$ cat config.mk
export PLATFORM = sky130hd
export DESIGN_NAME = irq_entry_ctrl
export DESIGN_NICKNAME = d
export VERILOG_FILES = /design/src/rtl/irqe_pkg.sv /design/src/rtl/irqe_pick.sv /design/src/rtl/irqe_fsm.sv /design/src/rtl/irqe_sregs.sv /design/src/rtl/irq_entry_ctrl.sv
export SDC_FILE = /design/constraint.sdc
export NUM_CORES = 1
export LEC_CHECK = 0
export ABC_CLOCK_PERIOD_IN_PS = 3820
export BUFFER_PORTS_ARGS = -buffer_cell sky130_fd_sc_hd__buf_2
export CAP_MARGIN = 10
export CORE_MARGIN = 5
export CORE_UTILIZATION = 45
export DETAILED_ROUTE_END_ITERATION = 10
export PLACE_DENSITY = 0.72
export SLEW_MARGIN = 20
export SYNTH_ARGS = -nofsm -noshare
export SYNTH_HDL_FRONTEND = slang
export SYNTH_HIERARCHICAL = 1
export SYNTH_SLANG_ARGS = --single-unit
$ cat constraint.sdc
create_clock -name clk -period 3.82 [get_ports clk]
set_input_delay 0.191 -clock clk [delete_from_list [all_inputs] [get_ports clk]]
set_output_delay 0.191 -clock clk [all_outputs]
set_load 0.005 [all_outputs]
$ cat src/rtl/irqe_pkg.sv
package irqe_pkg;

    typedef enum logic [1:0] {
        ST_RUN     = 2'd0,
        ST_HANDLER = 2'd1,
        ST_LOCKED  = 2'd2
    } irqe_state_e;

    // status word bit positions decoded by the rest of the core
    localparam int SR_XLATE_BIT = 0;
    localparam int SR_IRQEN_BIT = 1;

endpackage

$ cat src/rtl/irqe_pick.sv
module irqe_pick #(
    parameter int NUM_CAUSE = 8,
    parameter int NUM_FAULT = 2,
    parameter int CAUSE_W   = 3
) (
    input  logic [NUM_CAUSE-1:0] req_i,
    input  logic                 irq_allowed_i,
    output logic                 hit_o,
    output logic [CAUSE_W-1:0]   idx_o,
    output logic                 fault_any_o
);

    logic [NUM_CAUSE-1:0] eligible;
    logic [NUM_CAUSE-1:0] fault_lines;

    for (genvar g = 0; g < NUM_CAUSE; g++) begin : g_line
        if (g < NUM_FAULT) begin : g_fault
            assign eligible[g]    = req_i[g];
            assign fault_lines[g] = req_i[g];
        end else begin : g_irq
            assign eligible[g]    = req_i[g] & irq_allowed_i;
            assign fault_lines[g] = 1'b0;
        end
    end

    // lowest index wins: scan from the top so the last match is the lowest
    always_comb begin
        idx_o = '0;
        for (int i = NUM_CAUSE - 1; i >= 0; i--) begin
            if (eligible[i]) begin
                idx_o = CAUSE_W'(i);
            end
        end
    end

    assign hit_o       = |eligible;
    assign fault_any_o = |fault_lines;

endmodule

$ cat src/rtl/irqe_fsm.sv
module irqe_fsm
    import irqe_pkg::*;
(
    input  logic        clk,
    input  logic        rst_n,
    input  logic        hit_i,
    input  logic        fault_any_i,
    input  logic        rti_i,
    output irqe_state_e state_o,
    output logic        take_o,
    output logic        ret_o,
    output logic        lock_go_o,
    output logic        handler_o,
    output logic        locked_o
);

    irqe_state_e state_q, state_d;

    always_ff @(posedge clk) begin
        if (!rst_n) begin
            state_q <= ST_RUN;
        end else begin
            state_q <= state_d;
        end
    end

    always_comb begin
        state_d = state_q;
        unique case (state_q)
            ST_RUN: begin
                if (hit_i) state_d = ST_HANDLER;             // enter
            end
            ST_HANDLER: begin
                if (fault_any_i)  state_d = ST_LOCKED;       // nested fault
                else if (rti_i)   state_d = ST_RUN;          // return
            end
            ST_LOCKED: begin
                state_d = ST_LOCKED;                         // only reset leaves
            end
            default: state_d = ST_RUN;
        endcase
    end

    always_comb begin
        take_o    = 1'b0;
        ret_o     = 1'b0;
        lock_go_o = 1'b0;
        handler_o = 1'b0;
        locked_o  = 1'b0;
        unique case (state_q)
            ST_RUN: begin
                take_o = hit_i;
            end
            ST_HANDLER: begin
                handler_o = 1'b1;
                lock_go_o = fault_any_i;
                ret_o     = rti_i & ~fault_any_i;
            end
            ST_LOCKED: begin
                handler_o = 1'b1;
                locked_o  = 1'b1;
            end
            default: ;
        endcase
    end

    assign state_o = state_q;

    AST_LOCK_STICKY: assert property (@(posedge clk) disable iff (!rst_n)
        state_q == ST_LOCKED |=> state_q == ST_LOCKED);

    AST_LOCK_ONLY_FROM_HANDLER: assert property (@(posedge clk) disable iff (!rst_n)
        (state_q == ST_RUN) |=> state_q != ST_LOCKED);

    AST_ONE_ACTION: assert property (@(posedge clk) disable iff (!rst_n)
        $countones({take_o, ret_o, lock_go_o}) <= 1);

endmodule

$ cat src/rtl/irqe_sregs.sv
module irqe_sregs
    import irqe_pkg::*;
#(
    parameter int              PC_W       = 32,
    parameter int              SR_W       = 4,
    parameter int              CAUSE_W    = 3,
    parameter int              SLOT_SHIFT = 4,
    parameter logic [PC_W-1:0] VBR_RESET  = '0
) (
    input  logic               clk,
    input  logic               rst_n,
    input  logic               take_i,
    input  logic               ret_i,
    input  logic               lock_go_i,
    input  logic               locked_i,
    input  logic               handler_i,
    input  logic [CAUSE_W-1:0] take_idx_i,
    input  logic [PC_W-1:0]    cur_pc_i,
    input  logic               sr_we_i,
    input  logic [SR_W-1:0]    sr_wdata_i,
    input  logic               vbr_we_i,
    input  logic [PC_W-1:0]    vbr_wdata_i,
    output logic [SR_W-1:0]    sr_o,
    output logic [PC_W-1:0]    epc_o,
    output logic [SR_W-1:0]    ssr_o,
    output logic [CAUSE_W-1:0] cause_o,
    output logic               redirect_o,
    output logic [PC_W-1:0]    redirect_pc_o
);

    localparam logic [SR_W-1:0] ENTRY_CLEAR =
        SR_W'((1 << SR_XLATE_BIT) | (1 << SR_IRQEN_BIT));

    logic [SR_W-1:0]    sr_q, ssr_q;
    logic [PC_W-1:0]    epc_q, vbr_q, rpc_q;
    logic [CAUSE_W-1:0] cause_q;
    logic               redir_q;
    logic [PC_W-1:0]    slot_target;

    assign slot_target = vbr_q + (PC_W'(take_idx_i) << SLOT_SHIFT);

    always_ff @(posedge clk) begin
        if (!rst_n) begin
            sr_q <= '0;
        end else if (take_i) begin
            sr_q <= sr_q & ~ENTRY_CLEAR;
        end else if (ret_i) begin
            sr_q <= ssr_q;
        end else if (sr_we_i && !locked_i && !lock_go_i) begin
            sr_q <= sr_wdata_i;
        end
    end

    always_ff @(posedge clk) begin
        if (!rst_n) begin
            epc_q   <= '0;
            ssr_q   <= '0;
            cause_q <= '0;
        end else if (take_i) begin
            epc_q   <= cur_pc_i;
            ssr_q   <= sr_q;
            cause_q <= take_idx_i;
        end
    end

    always_ff @(posedge clk) begin
        if (!rst_n) begin
            vbr_q <= VBR_RESET;
        end else if (vbr_we_i) begin
            vbr_q <= vbr_wdata_i;
        end
    end

    always_ff @(posedge clk) begin
        if (!rst_n) begin
            redir_q <= 1'b0;
            rpc_q   <= '0;
        end else begin
            redir_q <= take_i | ret_i;
            if (take_i) begin
                rpc_q <= slot_target;
            end else if (ret_i) begin
                rpc_q <= epc_q;
            end
        end
    end

    assign sr_o          = sr_q;
    assign epc_o         = epc_q;
    assign ssr_o         = ssr_q;
    assign cause_o       = cause_q;
    assign redirect_o    = redir_q;
    assign redirect_pc_o = rpc_q;

    AST_ENTRY_MASKS: assert property (@(posedge clk) disable iff (!rst_n)
        take_i |=> !sr_q[SR_XLATE_BIT] && !sr_q[SR_IRQEN_BIT]);

    AST_EPC_HELD: assert property (@(posedge clk) disable iff (!rst_n)
        handler_i && !take_i |=> $stable(epc_q) && $stable(ssr_q));

    AST_RETURN_TARGET: assert property (@(posedge clk) disable iff (!rst_n)
        ret_i |=> redir_q && rpc_q == $past(epc_q));

    AST_LOCK_FREEZES_SR: assert property (@(posedge clk) disable iff (!rst_n)
        (locked_i || lock_go_i) |=> $stable(sr_q));

endmodule

$ cat src/rtl/irq_entry_ctrl.sv
module irq_entry_ctrl
    import irqe_pkg::*;
#(
    parameter int              PC_W       = 32,
    parameter int              SR_W       = 4,
    parameter int              NUM_CAUSE  = 8,
    parameter int              NUM_FAULT  = 2,
    parameter int              SLOT_SHIFT = 4,
    parameter logic [PC_W-1:0] VBR_RESET  = '0,
    localparam int             CAUSE_W    = (NUM_CAUSE > 1) ? $clog2(NUM_CAUSE) : 1
) (
    input  logic                 clk,
    input  logic                 rst_n,
    input  logic [NUM_CAUSE-1:0] req_i,
    input  logic [PC_W-1:0]      cur_pc_i,
    input  logic                 rti_i,
    input  logic                 sr_we_i,
    input  logic [SR_W-1:0]      sr_wdata_i,
    input  logic                 vbr_we_i,
    input  logic [PC_W-1:0]      vbr_wdata_i,
    input  logic                 reboot_en_i,
    output logic [SR_W-1:0]      sr_o,
    output logic [PC_W-1:0]      epc_o,
    output logic [SR_W-1:0]      ssr_o,
    output logic [CAUSE_W-1:0]   cause_o,
    output logic                 handler_o,
    output logic                 locked_o,
    output logic                 reset_req_o,
    output logic                 redirect_o,
    output logic [PC_W-1:0]      redirect_pc_o
);

    irqe_state_e        state;
    logic               hit, fault_any, take, ret, lock_go;
    logic [CAUSE_W-1:0] pick_idx;
    logic               irq_allowed;

    assign irq_allowed = (state == ST_RUN) & sr_o[SR_IRQEN_BIT];

    irqe_pick #(
        .NUM_CAUSE (NUM_CAUSE),
        .NUM_FAULT (NUM_FAULT),
        .CAUSE_W   (CAUSE_W)
    ) u_pick (
        .req_i         (req_i),
        .irq_allowed_i (irq_allowed),
        .hit_o         (hit),
        .idx_o         (pick_idx),
        .fault_any_o   (fault_any)
    );

    irqe_fsm u_fsm (
        .clk         (clk),
        .rst_n       (rst_n),
        .hit_i       (hit),
        .fault_any_i (fault_any),
        .rti_i       (rti_i),
        .state_o     (state),
        .take_o      (take),
        .ret_o       (ret),
        .lock_go_o   (lock_go),
        .handler_o   (handler_o),
        .locked_o    (locked_o)
    );

    irqe_sregs #(
        .PC_W       (PC_W),
        .SR_W       (SR_W),
        .CAUSE_W    (CAUSE_W),
        .SLOT_SHIFT (SLOT_SHIFT),
        .VBR_RESET  (VBR_RESET)
    ) u_sregs (
        .clk           (clk),
        .rst_n         (rst_n),
        .take_i        (take),
        .ret_i         (ret),
        .lock_go_i     (lock_go),
        .locked_i      (locked_o),
        .handler_i     (handler_o),
        .take_idx_i    (pick_idx),
        .cur_pc_i      (cur_pc_i),
        .sr_we_i       (sr_we_i),
        .sr_wdata_i    (sr_wdata_i),
        .vbr_we_i      (vbr_we_i),
        .vbr_wdata_i   (vbr_wdata_i),
        .sr_o          (sr_o),
        .epc_o         (epc_o),
        .ssr_o         (ssr_o),
        .cause_o       (cause_o),
        .redirect_o    (redirect_o),
        .redirect_pc_o (redirect_pc_o)
    );

    assign reset_req_o = locked_o & reboot_en_i;

    AST_REBOOT_ONLY_LOCKED: assert property (@(posedge clk) disable iff (!rst_n)
        reset_req_o |-> locked_o);

    AST_SSR_CAPTURE: assert property (@(posedge clk) disable iff (!rst_n)
        $rose(handler_o) |-> ssr_o == $past(sr_o));

    AST_NO_REDIRECT_LOCKED: assert property (@(posedge clk) disable iff (!rst_n)
        locked_o && $past(locked_o) |-> !redirect_o);

endmodule

## Yosys cells after proc, flatten, opt, wreduce, memory -nomap -nowiden

Cells that the tools add are included.

- Bitwise logic cells: 13
- Mux-type cells: 21
- Reductions and logical operators: 13
- Equality and inequality tests: 4
- Add/subtract/negate cells: 1

Operators by type and width:

| operator | count |
|---|---|
| $mux W32 | 2 |
| $add A32 B7 Y32 | 1 |
| $mux W3 | 8 |
| $and A1 B1 Y1 | 9 |
| $mux W4 | 2 |
| $reduce_or A8 Y1 | 1 |
| $mux W2 | 3 |
| $pmux W2 S3 | 1 |
| $reduce_or A2 Y1 | 3 |
| $mux W1 | 5 |
| $reduce_and A2 Y1 | 2 |
| $reduce_bool A2 Y1 | 2 |
| $ne A3 B2 Y1 const B | 1 |
| $not A1 Y1 | 3 |
| $eq A2 B1 Y1 const B | 1 |
| $eq A2 B2 Y1 const B | 1 |
| $logic_and A1 B1 Y1 | 2 |
| $logic_not A1 Y1 | 2 |
| $logic_not A2 Y1 | 1 |
| $ne A2 B1 Y1 const B | 1 |
| $or A1 B1 Y1 | 1 |

- Word-level logic and storage cells: 61
- Input bits: 82
- Flip-flop bits (word level): 110

## Longest topological paths before layout

- Word-level depth: 13
- Mapped depth: 12
- Depth with buffers taken out: 12

## Cells and area by module

The synthesis kept the hierarchy.

By module, submodules not included:

| module | area an instance (µm²) | seq. area each (µm²) | times used | cells each |
|---|---|---|---|---|
| irqe_sregs | 4754.6 | 2162.1 | 1 | 495 |
| irqe_fsm | 173.9 | 40.0 | 1 | 20 |
| irqe_pick | 98.8 | 0.0 | 1 | 17 |
| irq_entry_ctrl | 18.8 | 0.0 | 1 | 2 |

## Least setup slack after synthesis

OpenSTA, ideal clock, no wires.

- Kind: flip-flop to flip-flop
- Start point: register u_sregs.sr_q[1], in the netlist u_sregs/sr_o[1]
- End point: register u_sregs.rpc_q[16], in the netlist u_sregs/redirect_pc_o[16]
- Required time: 3750 ps
- Slack: 881 ps
- Arrival time: 2869 ps
- Cell stages (with the launch flop): 12
- Library setup time: 70 ps
- Period minus slack after synthesis: 2939 ps
- Cell sequence: dfxtp_1 nor3b_2 or4b_1 o21ai_1 ha_1 inv_1 fa_1 and2b_1 nor2_1 or4b_1 xor2_1 a21oi_1

- Longest elaborated chain between the ends: 12
- Elaborated cells between the ends (all ways): 20
- Classes of those cells: add/sub: 1; mux: 10; bitwise: 7; reduce/logical: 2

RTL lines:

| item | RTL line | text |
|---|---|---|
| start, declared | irqe_sregs.sv:34 | `logic [SR_W-1:0] sr_q, ssr_q;` |
| start signal, assigned | irqe_sregs.sv:46 | `sr_q <= sr_q & ~ENTRY_CLEAR;` |
| start signal, assigned | irqe_sregs.sv:48 | `sr_q <= ssr_q;` |
| start signal, assigned | irqe_sregs.sv:50 | `sr_q <= sr_wdata_i;` |
| $and A1 B1 Y1 * | irq_entry_ctrl.sv:38 | `assign irq_allowed = (state == ST_RUN) & sr_o[SR_IRQEN_BIT];` |
| net irq_allowed | irq_entry_ctrl.sv:36 | `logic irq_allowed;` |
| $and A1 B1 Y1 | irqe_pick.sv:21 | `assign eligible[g] = req_i[g] & irq_allowed_i;` |
| $mux W3 (5 in series) | irqe_pick.sv:30 | `if (eligible[i]) begin` |
| $mux W3 * (3 in series) | irqe_pick.sv:30 |  |
| net pick_idx[0] | irq_entry_ctrl.sv:35 | `logic [CAUSE_W-1:0] pick_idx;` |
| $add A32 B7 Y32 * | irqe_sregs.sv:40 | `assign slot_target = vbr_q + (PC_W'(take_idx_i) << SLOT_SHIFT);` |
| $mux W32 * | irqe_sregs.sv:80 | `if (take_i) begin` |
| end signal, assigned | irqe_sregs.sv:81 | `rpc_q <= slot_target;` |
| end signal, assigned | irqe_sregs.sv:83 | `rpc_q <= epc_q;` |
| end, declared | irqe_sregs.sv:35 | `logic [PC_W-1:0] epc_q, vbr_q, rpc_q;` |

The timed path passes the listed nets; every way through them passes the cells marked *.
A chain may end at the register's enable or synchronous reset.

## Worst setup path in the final report

- Start point: register u_sregs.sr_q[1], in the netlist u_sregs/sr_o[1]
- End point: register u_sregs.rpc_q[28], in the netlist u_sregs/redirect_pc_o[28]

The elaborated chain is that of the path after synthesis.

==> metrics.txt <==
count of input and output buffers 160; commonest non-fill, non-tap cells in the layout buf_2, dfxtp_1, nor2_1, mux2i_1, a21oi_1; Final Hold Fails 0; Worst R2R Setup Slack 0.45 ns; Synth Area per Inst 9.45 um^2; # IOs 161; Slew Limit Fails 0; Place WS 0.521 ns; Post-Synthesis Cells 534; die footprint 13400 um^2; Max Clk Rate 296 MHz; Max Root-Sink Buffers 2; Overall Global Routing Usage 19.3%; Setup Viol. Count Final 0; synth top area cells dfxtp_1, mux2i_1, nor2_1; drt drc 0; reported max-cap violation count 0; Slew @ Worst Pin 1.02 ns; Crit. End Element register; grt total ovfl 0; crit path to u_sregs/redirect_pc_o[28]; syn nets 624; Top delay family on crit path simple AND/OR/NAND/NOR gates; worst r2r src u_sregs/sr_o[1]; area of the multi-input gates 2670 um^2; WP buf/inv 1; Seq. cell area 2200 um^2; Num CTS Buffers 9; synthesis-stage register bit count 110; Crit path arrival time 3.56 ns; Post-synth top flop dfxtp_1; yosys warns 6; Yosys top cell by area dfxtp_1; worst r2r dst u_sregs/redirect_pc_o[28]; power density over the cells 517 nW/um^2; largest net degree at the start of global routing 60; Die Ht 116 um; Worst slew margin 32.3%; routed length per instance 16.0 um; PnR worst setup slack 0.447 ns; max incr delay on CP 0.53 ns; Req. time, crit path 4.01 ns; switching share of power 29.5%; starting density of the core 46.1%; hold crit path type in -> reg; startpoint types register; layout cell share with drive strength beyond 1 31.6%; DP HPWL 9710 um; H-tree levels 3; Static Leakage 2.94 nW; internal power 0.00229 W; Sequential Power Share 43.9%; CTS tree done; worst vdd rail ir drop 0.000418 V; hold depth 3; via count 4293; Via density 5.23; commonest non-fill, non-tap cell in the layout buf_2; register area share after synthesis 43.6%; status complete, no violations; area delta synth->final 24.2%; Layout Skew 0.0103 ns; initial antenna violation count 0; critical-path maximum fanout 6; first-pass GRT wire length 20800 um; Final ANT Viol Nets 0; # clock sinks 110; slowest CP cell a2111oi_4; Clk network pwr share 31.6%; Crit. Startpoint u_sregs/sr_o[1]; cts hold-fix bufs 0; Worst path depth 11; Final Cycle Share 88.3%; core box area 10900 um^2; Starting DRT DRC Count 218; die width 116 um; final hold slack 0.0800 ns; R2R cell count 11; vias in the first global route 4253; RSZ-0062 raised after global routing false; combinational fraction of design power 24.5%; CP cell instances nor3b_2 -> or4b_1 -> o21ai_1 -> ha_1 -> inv_1 -> fa_1 -> nand2b_4 -> a2111oi_4 -> nand4_1 -> xor2_1 -> a21oi_1; Net Sw Power 0.000956 W; async set-or-reset flop fraction in the synthesized netlist 0%; Post-CTS Setup Repair Bufs 0; CTS clk-pin slew, worst paths 0.08 ns; Synth Cell Area 5050 um^2; critical path type reg -> reg; Post-synth EDFFs 0; ant diodes 0; clk_lat worst skew 0.34 ns; drt total wl 13200 um; library cells used by synthesis 47; area share of the largest cell type after synthesis 43.6%; minimum clock period 3.37 ns; # fillers 998; row count 38; DR pass1 iterations 4; setup TNS 0 ns; number of gates resized after cts 0; Clk Tree Root Cell clkbuf_16; final estimated routing congestion in global placement 0.896; nets 766
==> logic make-up (layout without fill, tap and decap cells) <==
family	Yosys count	count (layout)	share of synthesized area, %
simple gates	162	162	15.7
flops	110	110	43.6
mux	103	103	20.9
compound gates	81	81	9.79
buf+inv	46	193	3.64
xor+xnor	24	24	4.17
fa+ha+maj	8	8	2.13
==> state kept, by name, indices dropped and copies added (netlist names) <==
| register | count |
|---|---|
| u_sregs/ssr_o | 4 |
| u_sregs/cause_o | 3 |
| u_sregs/sr_o | 4 |
| u_sregs/redirect_pc_o | 32 |
| u_sregs/epc_o | 32 |
| u_fsm/state_o | 2 |
| u_sregs/vbr_q | 32 |
| u_sregs/redirect_o | 1 |
==> through the flow <==
stage | cells | utilization, % | cell area [um^2] | power (W)
6_report | 821 | 57.3 | 6270 | 0.00324
5_1_grt | 821 | 57.3 | 6270 | 0.00343
3_5_place_dp | 805 | 54.3 | 5940 | 0.00225
2_1_floorplan | 534 | - | 5050 | 0.00194
3_3_place_gp | 805 | 54.3 | 5940 | 0.00223
4_1_cts | 821 | 57.3 | 6270 | 0.00328
==> tightest hold or removal path, stage by stage <==
cell and delay, ns:
buf_2 0.07, mux2i_1 0.05, nor2_1 0.07
==> cell type report <==
| cell class | count | share of cell area [%] |
|---|---|---|
| Tap cell | 140 | 2.79 |
| Sequential cell | 110 | 35.1 |
| Multi-Input combinational cell | 378 | 42.5 |
| Clock inverter | 6 | 1.50 |
| Inverter | 13 | 0.778 |
| Clock buffer | 10 | 3.81 |
| Timing Repair Buffer | 164 | 13.5 |
==> routing by layer <==
metal,routed length [um],GRT usage [%]
met1,5840,24.8
met2,6280,32.4
met3,871,4.18
met4,180,5.80
met5,0,0
==> cell usage after synthesis, types with 2 or more instances <==
| library cell | instances |
|---|---|
| dfxtp_1 | 110 |
| nor2_1 | 97 |
| mux2i_1 | 83 |
| a21oi_1 | 36 |
| mux2_2 | 20 |
| o21ai_0 | 20 |
| xor2_1 | 18 |
| clkbuf_1 | 17 |
| a211oi_1 | 16 |
| inv_1 | 12 |
| nand2_1 | 12 |
| buf_2 | 9 |
| nand3_1 | 9 |
| nor2b_1 | 9 |
| buf_1 | 7 |
| ha_1 | 7 |
| nand4_1 | 7 |
| xnor2_1 | 6 |
| and3_1 | 4 |
| and2_1 | 3 |
| nor3_1 | 3 |
| nor3b_1 | 2 |
| o211ai_1 | 2 |
| or4b_1 | 2 |
==> power groups by stage <==
stage               Clock (W)  Combinational, W  Sequential (W)
floorplan                   0          0.000501         0.00144
global placement            0          0.000781         0.00144
detailed placement          0          0.000796         0.00145
CTS                   0.00105          0.000801         0.00143
global route          0.00110          0.000876         0.00145
finish                0.00103          0.000795         0.00142
==> worst min path at each step <==
| stage | startpoint | to | slack, ns |
|---|---|---|---|
| after floorplan | rst_n | u_fsm/state_o[1] | 0.30 |
| after global placement | cur_pc_i[21] | u_sregs/epc_o[21] | 0.42 |
| after detailed placement | vbr_wdata_i[27] | u_sregs/vbr_q[27] | 0.43 |
| after CTS | cur_pc_i[9] | u_sregs/epc_o[9] | 0.07 |
| after global routing | vbr_wdata_i[28] | u_sregs/vbr_q[28] | 0.07 |
| final | cur_pc_i[9] | u_sregs/epc_o[9] | 0.08 |
No activity file was read; power rests on OpenSTA's default activity.
